File: src/rtl/sdram_seq_pkg.sv
package sdram_seq_pkg;

   // bus encoding {cs_n, ras_n, cas_n, we_n}
   typedef enum logic [3:0] {
      CMD_LMR = 4'b0000,
      CMD_REF = 4'b0001,
      CMD_PRE = 4'b0010,
      CMD_ACT = 4'b0011,
      CMD_NOP = 4'b0111
   } sdram_cmd_e;

   typedef enum logic [2:0] {
      ST_IDLE,
      ST_WAIT,
      ST_AREF,
      ST_RGAP,
      ST_MGAP,
      ST_RUN
   } seq_state_e;

endpackage

File: src/rtl/sdram_gap_timer.sv
module sdram_gap_timer #(
   parameter int WIDTH = 3
) (
   input  logic             clk,
   input  logic             rst_n,
   input  logic             clr,
   input  logic             load,
   input  logic [WIDTH-1:0] load_val,
   output logic             expired
);

   if (WIDTH < 1) begin : g_bad_width
      $error("sdram_gap_timer: WIDTH must be at least 1");
   end

   logic [WIDTH-1:0] cnt_q;

   always_ff @(posedge clk or negedge rst_n) begin
      if (!rst_n)              cnt_q <= '0;
      else if (clr)            cnt_q <= '0;
      else if (load)           cnt_q <= load_val;
      else if (cnt_q != '0)    cnt_q <= cnt_q - 1'b1;
   end

   assign expired = (cnt_q == '0);

   AST_TIMER_STEP: assert property (@(posedge clk) disable iff (!rst_n)
      (!clr && !load && !expired) |=> (cnt_q == WIDTH'($past(cnt_q) - 1'b1)));

   AST_TIMER_CAPTURE: assert property (@(posedge clk) disable iff (!rst_n)
      (load && !clr) |=> (cnt_q == $past(load_val)));

endmodule

File: src/rtl/sdram_cmd_reg.sv
module sdram_cmd_reg
   import sdram_seq_pkg::*;
#(
   parameter bit REG_OUT = 1'b1
) (
   input  logic       clk,
   input  logic       rst_n,
   input  sdram_cmd_e cmd_d,
   input  logic       a10_d,
   output sdram_cmd_e cmd_q,
   output logic       a10_q
);

   if (REG_OUT) begin : g_reg
      always_ff @(posedge clk or negedge rst_n) begin
         if (!rst_n) begin
            cmd_q <= CMD_NOP;
            a10_q <= 1'b0;
         end else begin
            cmd_q <= cmd_d;
            a10_q <= a10_d;
         end
      end
   end else begin : g_comb
      assign cmd_q = cmd_d;
      assign a10_q = a10_d;
   end

endmodule

File: src/rtl/sdram_cmd_seq.sv
module sdram_cmd_seq
   import sdram_seq_pkg::*;
#(
   parameter int INIT_W = 14,
   parameter int MRD_W  = 2,
   parameter int RC_W   = 3,
   parameter int RP_W   = 3,
   parameter int CTRL_W = 8
) (
   input  logic              clk,
   input  logic              rst_n,
   input  logic              en,
   input  logic [INIT_W-1:0] init_dly,
   input  logic [CTRL_W-1:0] tim_ctrl,
   input  logic              req_act,
   input  logic              req_pre,
   input  logic              req_ref,
   output logic              ready,
   output logic              busy,
   output logic              cs_n,
   output logic              ras_n,
   output logic              cas_n,
   output logic              we_n,
   output logic              a10
);

   localparam int SEQ_W  = (MRD_W > RC_W) ? MRD_W : RC_W;
   localparam int CHK_W  = RC_W + 1;

   if (MRD_W + RC_W + RP_W != CTRL_W) begin : g_bad_pack
      $error("sdram_cmd_seq: timing fields must fill the control byte");
   end

   // field extraction: open-to-close low, refresh-to-open middle, load-to-open top
   logic [MRD_W-1:0] f_mrd;
   logic [RC_W-1:0]  f_rc;
   logic [RP_W-1:0]  f_rp;
   assign f_mrd = tim_ctrl[CTRL_W-1 -: MRD_W];
   assign f_rc  = tim_ctrl[RP_W +: RC_W];
   assign f_rp  = tim_ctrl[0 +: RP_W];

   seq_state_e       st_q, st_nx;
   sdram_cmd_e       nx_cmd, cmd_q;
   logic             nx_a10, a10_q;
   logic             init_ld, seq_ld, rc_ld, rp_ld;
   logic [SEQ_W-1:0] seq_val;
   logic             init_exp, seq_exp, rc_exp, rp_exp;
   logic             rdy, busy_c;

   sdram_gap_timer #(.WIDTH(INIT_W)) u_init_tmr (
      .clk(clk), .rst_n(rst_n), .clr(!en), .load(init_ld),
      .load_val(init_dly), .expired(init_exp));

   sdram_gap_timer #(.WIDTH(SEQ_W)) u_seq_tmr (
      .clk(clk), .rst_n(rst_n), .clr(!en), .load(seq_ld),
      .load_val(seq_val), .expired(seq_exp));

   sdram_gap_timer #(.WIDTH(RC_W)) u_rc_tmr (
      .clk(clk), .rst_n(rst_n), .clr(!en), .load(rc_ld),
      .load_val(f_rc), .expired(rc_exp));

   sdram_gap_timer #(.WIDTH(RP_W)) u_rp_tmr (
      .clk(clk), .rst_n(rst_n), .clr(!en), .load(rp_ld),
      .load_val(f_rp), .expired(rp_exp));

   always_comb begin
      st_nx   = st_q;
      nx_cmd  = CMD_NOP;
      nx_a10  = 1'b0;
      init_ld = 1'b0;
      seq_ld  = 1'b0;
      seq_val = '0;
      rc_ld   = 1'b0;
      rp_ld   = 1'b0;
      busy_c  = 1'b0;
      rdy     = en && ((st_q == ST_RUN) || ((st_q == ST_MGAP) && seq_exp));

      case (st_q)
         ST_IDLE: begin
            if (en) begin
               st_nx   = ST_WAIT;
               init_ld = 1'b1;
            end
         end
         ST_WAIT: begin
            if (init_exp) begin
               nx_cmd = CMD_PRE;
               nx_a10 = 1'b1;
               st_nx  = ST_AREF;
            end
         end
         ST_AREF: begin
            nx_cmd  = CMD_REF;
            seq_ld  = 1'b1;
            seq_val = SEQ_W'(f_rc);
            st_nx   = ST_RGAP;
         end
         ST_RGAP: begin
            if (seq_exp) begin
               nx_cmd  = CMD_LMR;
               seq_ld  = 1'b1;
               seq_val = SEQ_W'(f_mrd);
               st_nx   = ST_MGAP;
            end
         end
         default: ;
      endcase

      if (rdy) begin
         st_nx = ST_RUN;
         if (req_ref) begin
            nx_cmd = CMD_REF;
            rc_ld  = 1'b1;
         end else if (req_pre) begin
            if (rp_exp) nx_cmd = CMD_PRE;
            else        busy_c = 1'b1;
         end else if (req_act) begin
            if (rc_exp) begin
               nx_cmd = CMD_ACT;
               rp_ld  = 1'b1;
            end else begin
               busy_c = 1'b1;
            end
         end
      end

      if (!en) begin
         st_nx   = ST_IDLE;
         nx_cmd  = CMD_NOP;
         nx_a10  = 1'b0;
         init_ld = 1'b0;
         seq_ld  = 1'b0;
         rc_ld   = 1'b0;
         rp_ld   = 1'b0;
         busy_c  = 1'b0;
      end
   end

   always_ff @(posedge clk or negedge rst_n) begin
      if (!rst_n) st_q <= ST_IDLE;
      else        st_q <= st_nx;
   end

   sdram_cmd_reg #(.REG_OUT(1'b1)) u_cmd_reg (
      .clk(clk), .rst_n(rst_n), .cmd_d(nx_cmd), .a10_d(nx_a10),
      .cmd_q(cmd_q), .a10_q(a10_q));

   assign {cs_n, ras_n, cas_n, we_n} = cmd_q;
   assign a10   = a10_q;
   assign ready = rdy;
   assign busy  = busy_c;

   // checker: cycles since the last run-time refresh and the gap it captured
   logic [CHK_W-1:0] chk_since;
   logic [RC_W-1:0]  chk_gap;

   always_ff @(posedge clk or negedge rst_n) begin
      if (!rst_n) begin
         chk_since <= '1;
         chk_gap   <= '0;
      end else if (rc_ld) begin
         chk_since <= '0;
         chk_gap   <= f_rc;
      end else if (chk_since != '1) begin
         chk_since <= chk_since + 1'b1;
      end
   end

   AST_REF_TO_ACT_GAP: assert property (@(posedge clk) disable iff (!rst_n)
      (cmd_q == CMD_ACT) |-> (chk_since > CHK_W'(chk_gap)));

   AST_ACT_NEEDS_READY: assert property (@(posedge clk) disable iff (!rst_n)
      (cmd_q == CMD_ACT) |-> $past(ready));

   AST_BUSY_STALLS: assert property (@(posedge clk) disable iff (!rst_n)
      busy |=> ({cs_n, ras_n, cas_n, we_n} == CMD_NOP));

   AST_DISABLE_QUIET: assert property (@(posedge clk) disable iff (!rst_n)
      !en |=> (({cs_n, ras_n, cas_n, we_n} == CMD_NOP) && !ready));

   AST_INIT_PRE_ALL: assert property (@(posedge clk) disable iff (!rst_n)
      (st_q == ST_AREF) |-> ((cmd_q == CMD_PRE) && a10));

   AST_WAIT_IS_NOP: assert property (@(posedge clk) disable iff (!rst_n)
      (st_q == ST_WAIT) |-> (cmd_q == CMD_NOP));

endmodule

File: config.mk
export PLATFORM = sky130hd
export DESIGN_NAME = sdram_cmd_seq
export DESIGN_NICKNAME = d
export VERILOG_FILES = /design/src/rtl/sdram_seq_pkg.sv /design/src/rtl/sdram_gap_timer.sv /design/src/rtl/sdram_cmd_reg.sv /design/src/rtl/sdram_cmd_seq.sv
export SDC_FILE = /design/constraint.sdc
export NUM_CORES = 1
export LEC_CHECK = 0
export BUFFER_PORTS_ARGS = -buffer_cell sky130_fd_sc_hd__buf_2
export CELL_PAD_IN_SITES_DETAIL_PLACEMENT = 0
export CELL_PAD_IN_SITES_GLOBAL_PLACEMENT = 2
export CORE_UTILIZATION = 30
export CTS_CLUSTER_SIZE = 28
export DETAILED_ROUTE_END_ITERATION = 10
export GPL_ROUTABILITY_DRIVEN = 0
export PLACE_DENSITY_LB_ADDON = 0.25
export REMOVE_ABC_BUFFERS = 1
export SYNTH_ARGS = -nofsm -noshare
export SYNTH_HDL_FRONTEND = slang
export SYNTH_SLANG_ARGS = --single-unit
export TNS_END_PERCENT = 5
File: constraint.sdc
create_clock -name clk -period 1.8 [get_ports clk]
set_clock_uncertainty 0.05 [all_clocks]
set_input_delay 0.18 -clock clk [delete_from_list [all_inputs] [get_ports clk]]
set_output_delay 0.18 -clock clk [all_outputs]
set_load 0.005 [all_outputs]
==> results.rst <==
.. list-table::
   :header-rows: 1

   * - Metric
     - Value
   * - Run status
     - complete, no violations
   * - Most area-hungry cell type in the Yosys netlist
     - sky130_fd_sc_hd__dfrtp_1
   * - Async set-reset flop share out of synthesis
     - 100%
   * - Proportion of layout cells with a drive suffix above 1
     - 32.9%
   * - Number of levels in the clock H-tree
     - 2
   * - Vertical die dimension
     - 82.8 um
   * - Hold Crit Start
     - init_dly[12]
   * - Number of instances in the synthesized netlist
     - 204
   * - CP endpoint kind
     - flip-flop
   * - Highest fanout seen on the critical path
     - 4
   * - Iter 0 DRT Violations
     - 88
   * - DRC violations left
     - 0
   * - Vias in the first global route
     - 1509
   * - Unrepaired setup endpoints after global routing
     - true
   * - Launching element type of the critical path
     - flip-flop
   * - Crit path launch
     - u_seq_tmr.cnt_q[0]$_DFFE_PN0P_
   * - Num Clock Sinks
     - 30
   * - Minimum clock period
     - 1.78 ns
   * - Number of rows in the core area
     - 29
   * - Setup TNS
     - 0 ns
   * - Pin slew with the least headroom to its limit
     - 0.728 ns
   * - Peak supply drop
     - 0.458 mV
   * - Crit Reg-Reg Endpoint
     - u_rp_tmr.cnt_q[0]$_DFFE_PN0P_
   * - Core utilization of the finished layout
     - 39.4%
   * - Number of endpoints with negative hold slack in the final report
     - 0
   * - Effective utilization at floorplan
     - 31.0%
   * - Buffers from clock root to sink, at most
     - 2
   * - Flip-flop cell with the highest count after synthesis
     - sky130_fd_sc_hd__dfrtp_1
   * - Count of vias placed by the detailed router
     - 1670
   * - Data arrival time of the critical path
     - 1.90 ns
   * - Number of routed nets with antenna violations
     - 0
   * - Distinct cells, synth
     - 55
   * - First-pass detailed-route iteration total
     - 4
   * - Number of antenna violations at the first check in global routing
     - 0
   * - Fraction of post-synthesis cell area in the top cell type by area
     - 34.5%
   * - Reg2reg path depth
     - 8
   * - Reg-to-reg critical path startpoint
     - u_seq_tmr.cnt_q[0]$_DFFE_PN0P_
   * - Post-synthesis cell area
     - 1960 um2
   * - Largest net degree at the start of global routing
     - 31
   * - Clock slew at the register clock pins of the worst setup and hold paths
     - 0.07 ns
   * - Max cap viols
     - 0
   * - Power density over the cells
     - 1270 nW/um2
   * - Cells taking the most area after synthesis
     - sky130_fd_sc_hd__dfrtp_1, sky130_fd_sc_hd__ha_1, sky130_fd_sc_hd__dfstp_2
   * - Ports
     - 35
   * - Number of buffers created by CTS
     - 5
   * - Worst Hold End
     - u_init_tmr.cnt_q[12]$_DFFE_PN0P_
   * - Final-report setup violation count
     - 0
   * - Final routed wirelength across all metal layers
     - 4.71 mm
   * - Slew margin rel.
     - 51.5%
   * - Ant diodes
     - 0
   * - Dpl hpwl
     - 3.39 mm
   * - Reg-to-reg slack, setup
     - 0.02 ns
   * - Wire length of the first global-routing pass
     - 7.56 mm
   * - Routed length per placed instance
     - 14.2 um
   * - Number of cells on the worst hold path
     - 3
   * - Buffers on Ports
     - 33
   * - Final period util
     - 98.6%
   * - Source-to-sink clock delay at the later pin of the worst-skew pair
     - 0.29 ns
   * - Layout Nets
     - 290
   * - Die outline area
     - 6850 um2
   * - Yosys warns
     - 0
   * - Clock tree from TritonCTS
     - done
   * - Upper clock frequency limit
     - 563 MHz
   * - Die width
     - 82.8 um
   * - Data required, critical path
     - 1.92 ns
   * - Via count normalized by instance count
     - 5.03
   * - Clock tree root driver cell
     - sky130_fd_sc_hd__clkbuf_8
   * - Core region area
     - 6310 um2
   * - Leak pwr
     - 1.12 nW
   * - Count of final max-slew check failures
     - 0
   * - Type of the tightest min-delay check
     - input pin to flip-flop
   * - Mean area per synthesized cell
     - 9.59 um2
   * - Number of synthesized flops with an enable pin
     - 0
   * - Sequential fraction of the synthesis area
     - 38.6%
   * - Residual overflow from global routing
     - 0
   * - Aggregate global-route resource usage
     - 15.0%
   * - Flip-flop and latch count after synthesis
     - 30
   * - Area growth syn-to-layout
     - 27.2%
   * - Path type of the worst setup path
     - flip-flop to flip-flop
-- sequential cells by signal, indices dropped and copies added (netlist names) --
| register | cells |
|---|---|
| u_init_tmr.cnt_q | 14 |
| st_q | 3 |
| u_cmd_reg.cmd_q | 3 |
| u_rc_tmr.cnt_q | 3 |
| u_rp_tmr.cnt_q | 3 |
| u_seq_tmr.cnt_q | 3 |
| u_cmd_reg.a10_q | 1 |
-- Yosys cell counts, types with 4 or more instances --
master                     number
sky130_fd_sc_hd__o21ai_0        7
sky130_fd_sc_hd__clkbuf_1       4
sky130_fd_sc_hd__o211ai_1       4
sky130_fd_sc_hd__nand3_1        5
sky130_fd_sc_hd__buf_2          4
sky130_fd_sc_hd__inv_1         15
sky130_fd_sc_hd__dfrtp_1       27
sky130_fd_sc_hd__ha_1           8
sky130_fd_sc_hd__mux2i_1        7
sky130_fd_sc_hd__nor2_1        10
sky130_fd_sc_hd__nor3_1         9
sky130_fd_sc_hd__nand2_1       18
sky130_fd_sc_hd__nor2b_1        6
sky130_fd_sc_hd__a21oi_1       12
-- layout make-up --
| cell class | instances | area (um2) |
|---|---|---|
| Inverter | 15 | 56.3 |
| Timing Repair Buffer | 53 | 322 |
| Fill cell | 647 | 3820 |
| Sequential cell | 30 | 754 |
| Clock buffer | 8 | 110 |
| Tap cell | 77 | 96.3 |
| Multi-Input combinational cell | 149 | 1150 |
-- stage by stage --
stage	power (mW)	setup slack (ns)	cells	hold slack [ns]	area [um2]
after floorplan	1.94	0.0992	194	-0.166	1910
after global placement	2.37	0.0815	319	0.236	2280
after detailed placement	2.36	0.0418	319	0.239	2280
after CTS	3.19	0.00629	332	0.0448	2470
after global routing	3.45	-0.0857	332	0.0470	2490
final	3.16	0.0247	332	0.0479	2490
-- worst max-delay path: stages, from the launching register on --
cell and delay (ns):
sky130_fd_sc_hd__dfrtp_1 0.35, sky130_fd_sc_hd__inv_1 0.05, sky130_fd_sc_hd__ha_1 0.19, sky130_fd_sc_hd__ha_2 0.17, sky130_fd_sc_hd__o21a_1 0.19, sky130_fd_sc_hd__buf_4 0.15
sky130_fd_sc_hd__nand4b_1 0.22, sky130_fd_sc_hd__mux2i_1 0.22, sky130_fd_sc_hd__nor2b_1 0.06
-- layout by cell type (no fill, tap or decap), types with 8 or more instances in the layout --
cell                       synthesis  final
sky130_fd_sc_hd__buf_2             4     33
sky130_fd_sc_hd__nand2_1          18     17
sky130_fd_sc_hd__nor3_1            9      8
sky130_fd_sc_hd__buf_4             2     18
sky130_fd_sc_hd__clkbuf_8          0      8
sky130_fd_sc_hd__a21oi_1          12     12
sky130_fd_sc_hd__inv_1            15     14
sky130_fd_sc_hd__dfrtp_1          27     27
sky130_fd_sc_hd__nor2_1           10      9
-- cells by family (layout without fill, tap and decap cells) --
kind of cell | count (synthesis) | count (layout) | synth area share (%)
other | 1 | 1 | 0.192
flip-flops | 30 | 30 | 38.6
multiplexers | 7 | 7 | 3.58
XOR/XNOR | 5 | 5 | 2.24
AND/OR/NAND/NOR | 73 | 73 | 24.7
buffers and inverters | 25 | 76 | 5.43
AO/OA/AOI/OAI | 55 | 55 | 20.1
adder cells (fa/ha/maj) | 8 | 8 | 5.12
-- where the power goes --
group	internal (mW)	switching (mW)	leakage (nW)
clock network	0.386	0.271	0.0575
logic	0.788	0.752	0.675
registers	0.831	0.126	0.387
total	2.01	1.15	1.12
-- metal layers --
layer,routed length (um),vias to the layer above,global-route usage (%)
met5,0,-,0
met4,61,0,4.66
met3,230,6,4.40
met2,2040,37,22.4
met1,2380,786,20.7
li1,-,841,-
-- timing repair --
action	in CTS	in global routing
setup endpoints to repair	2	14
hold buffers	1	0
buffers inserted	4	0
endpoints found under the hold margin	27	0
pin swaps	7	1
gates resized for setup	9	5
gates cloned	0	0
-- worst max path at each step --
stage / slack [ns] / cells after the start / endpoint
2_1_floorplan: 0.1 / 7 / u_cmd_reg.cmd_q[0]$_DFF_PN1_
3_3_place_gp: 0.08 / 7 / u_rp_tmr.cnt_q[1]$_DFFE_PN0P_
3_5_place_dp: 0.04 / 6 / u_cmd_reg.cmd_q[0]$_DFF_PN1_
4_1_cts: 0.006 / 7 / busy
5_1_grt: -0.09 / 8 / u_rp_tmr.cnt_q[0]$_DFFE_PN0P_
6_report: 0.02 / 8 / u_rp_tmr.cnt_q[0]$_DFFE_PN0P_
Note: power is estimated with default switching activity, not from simulation.
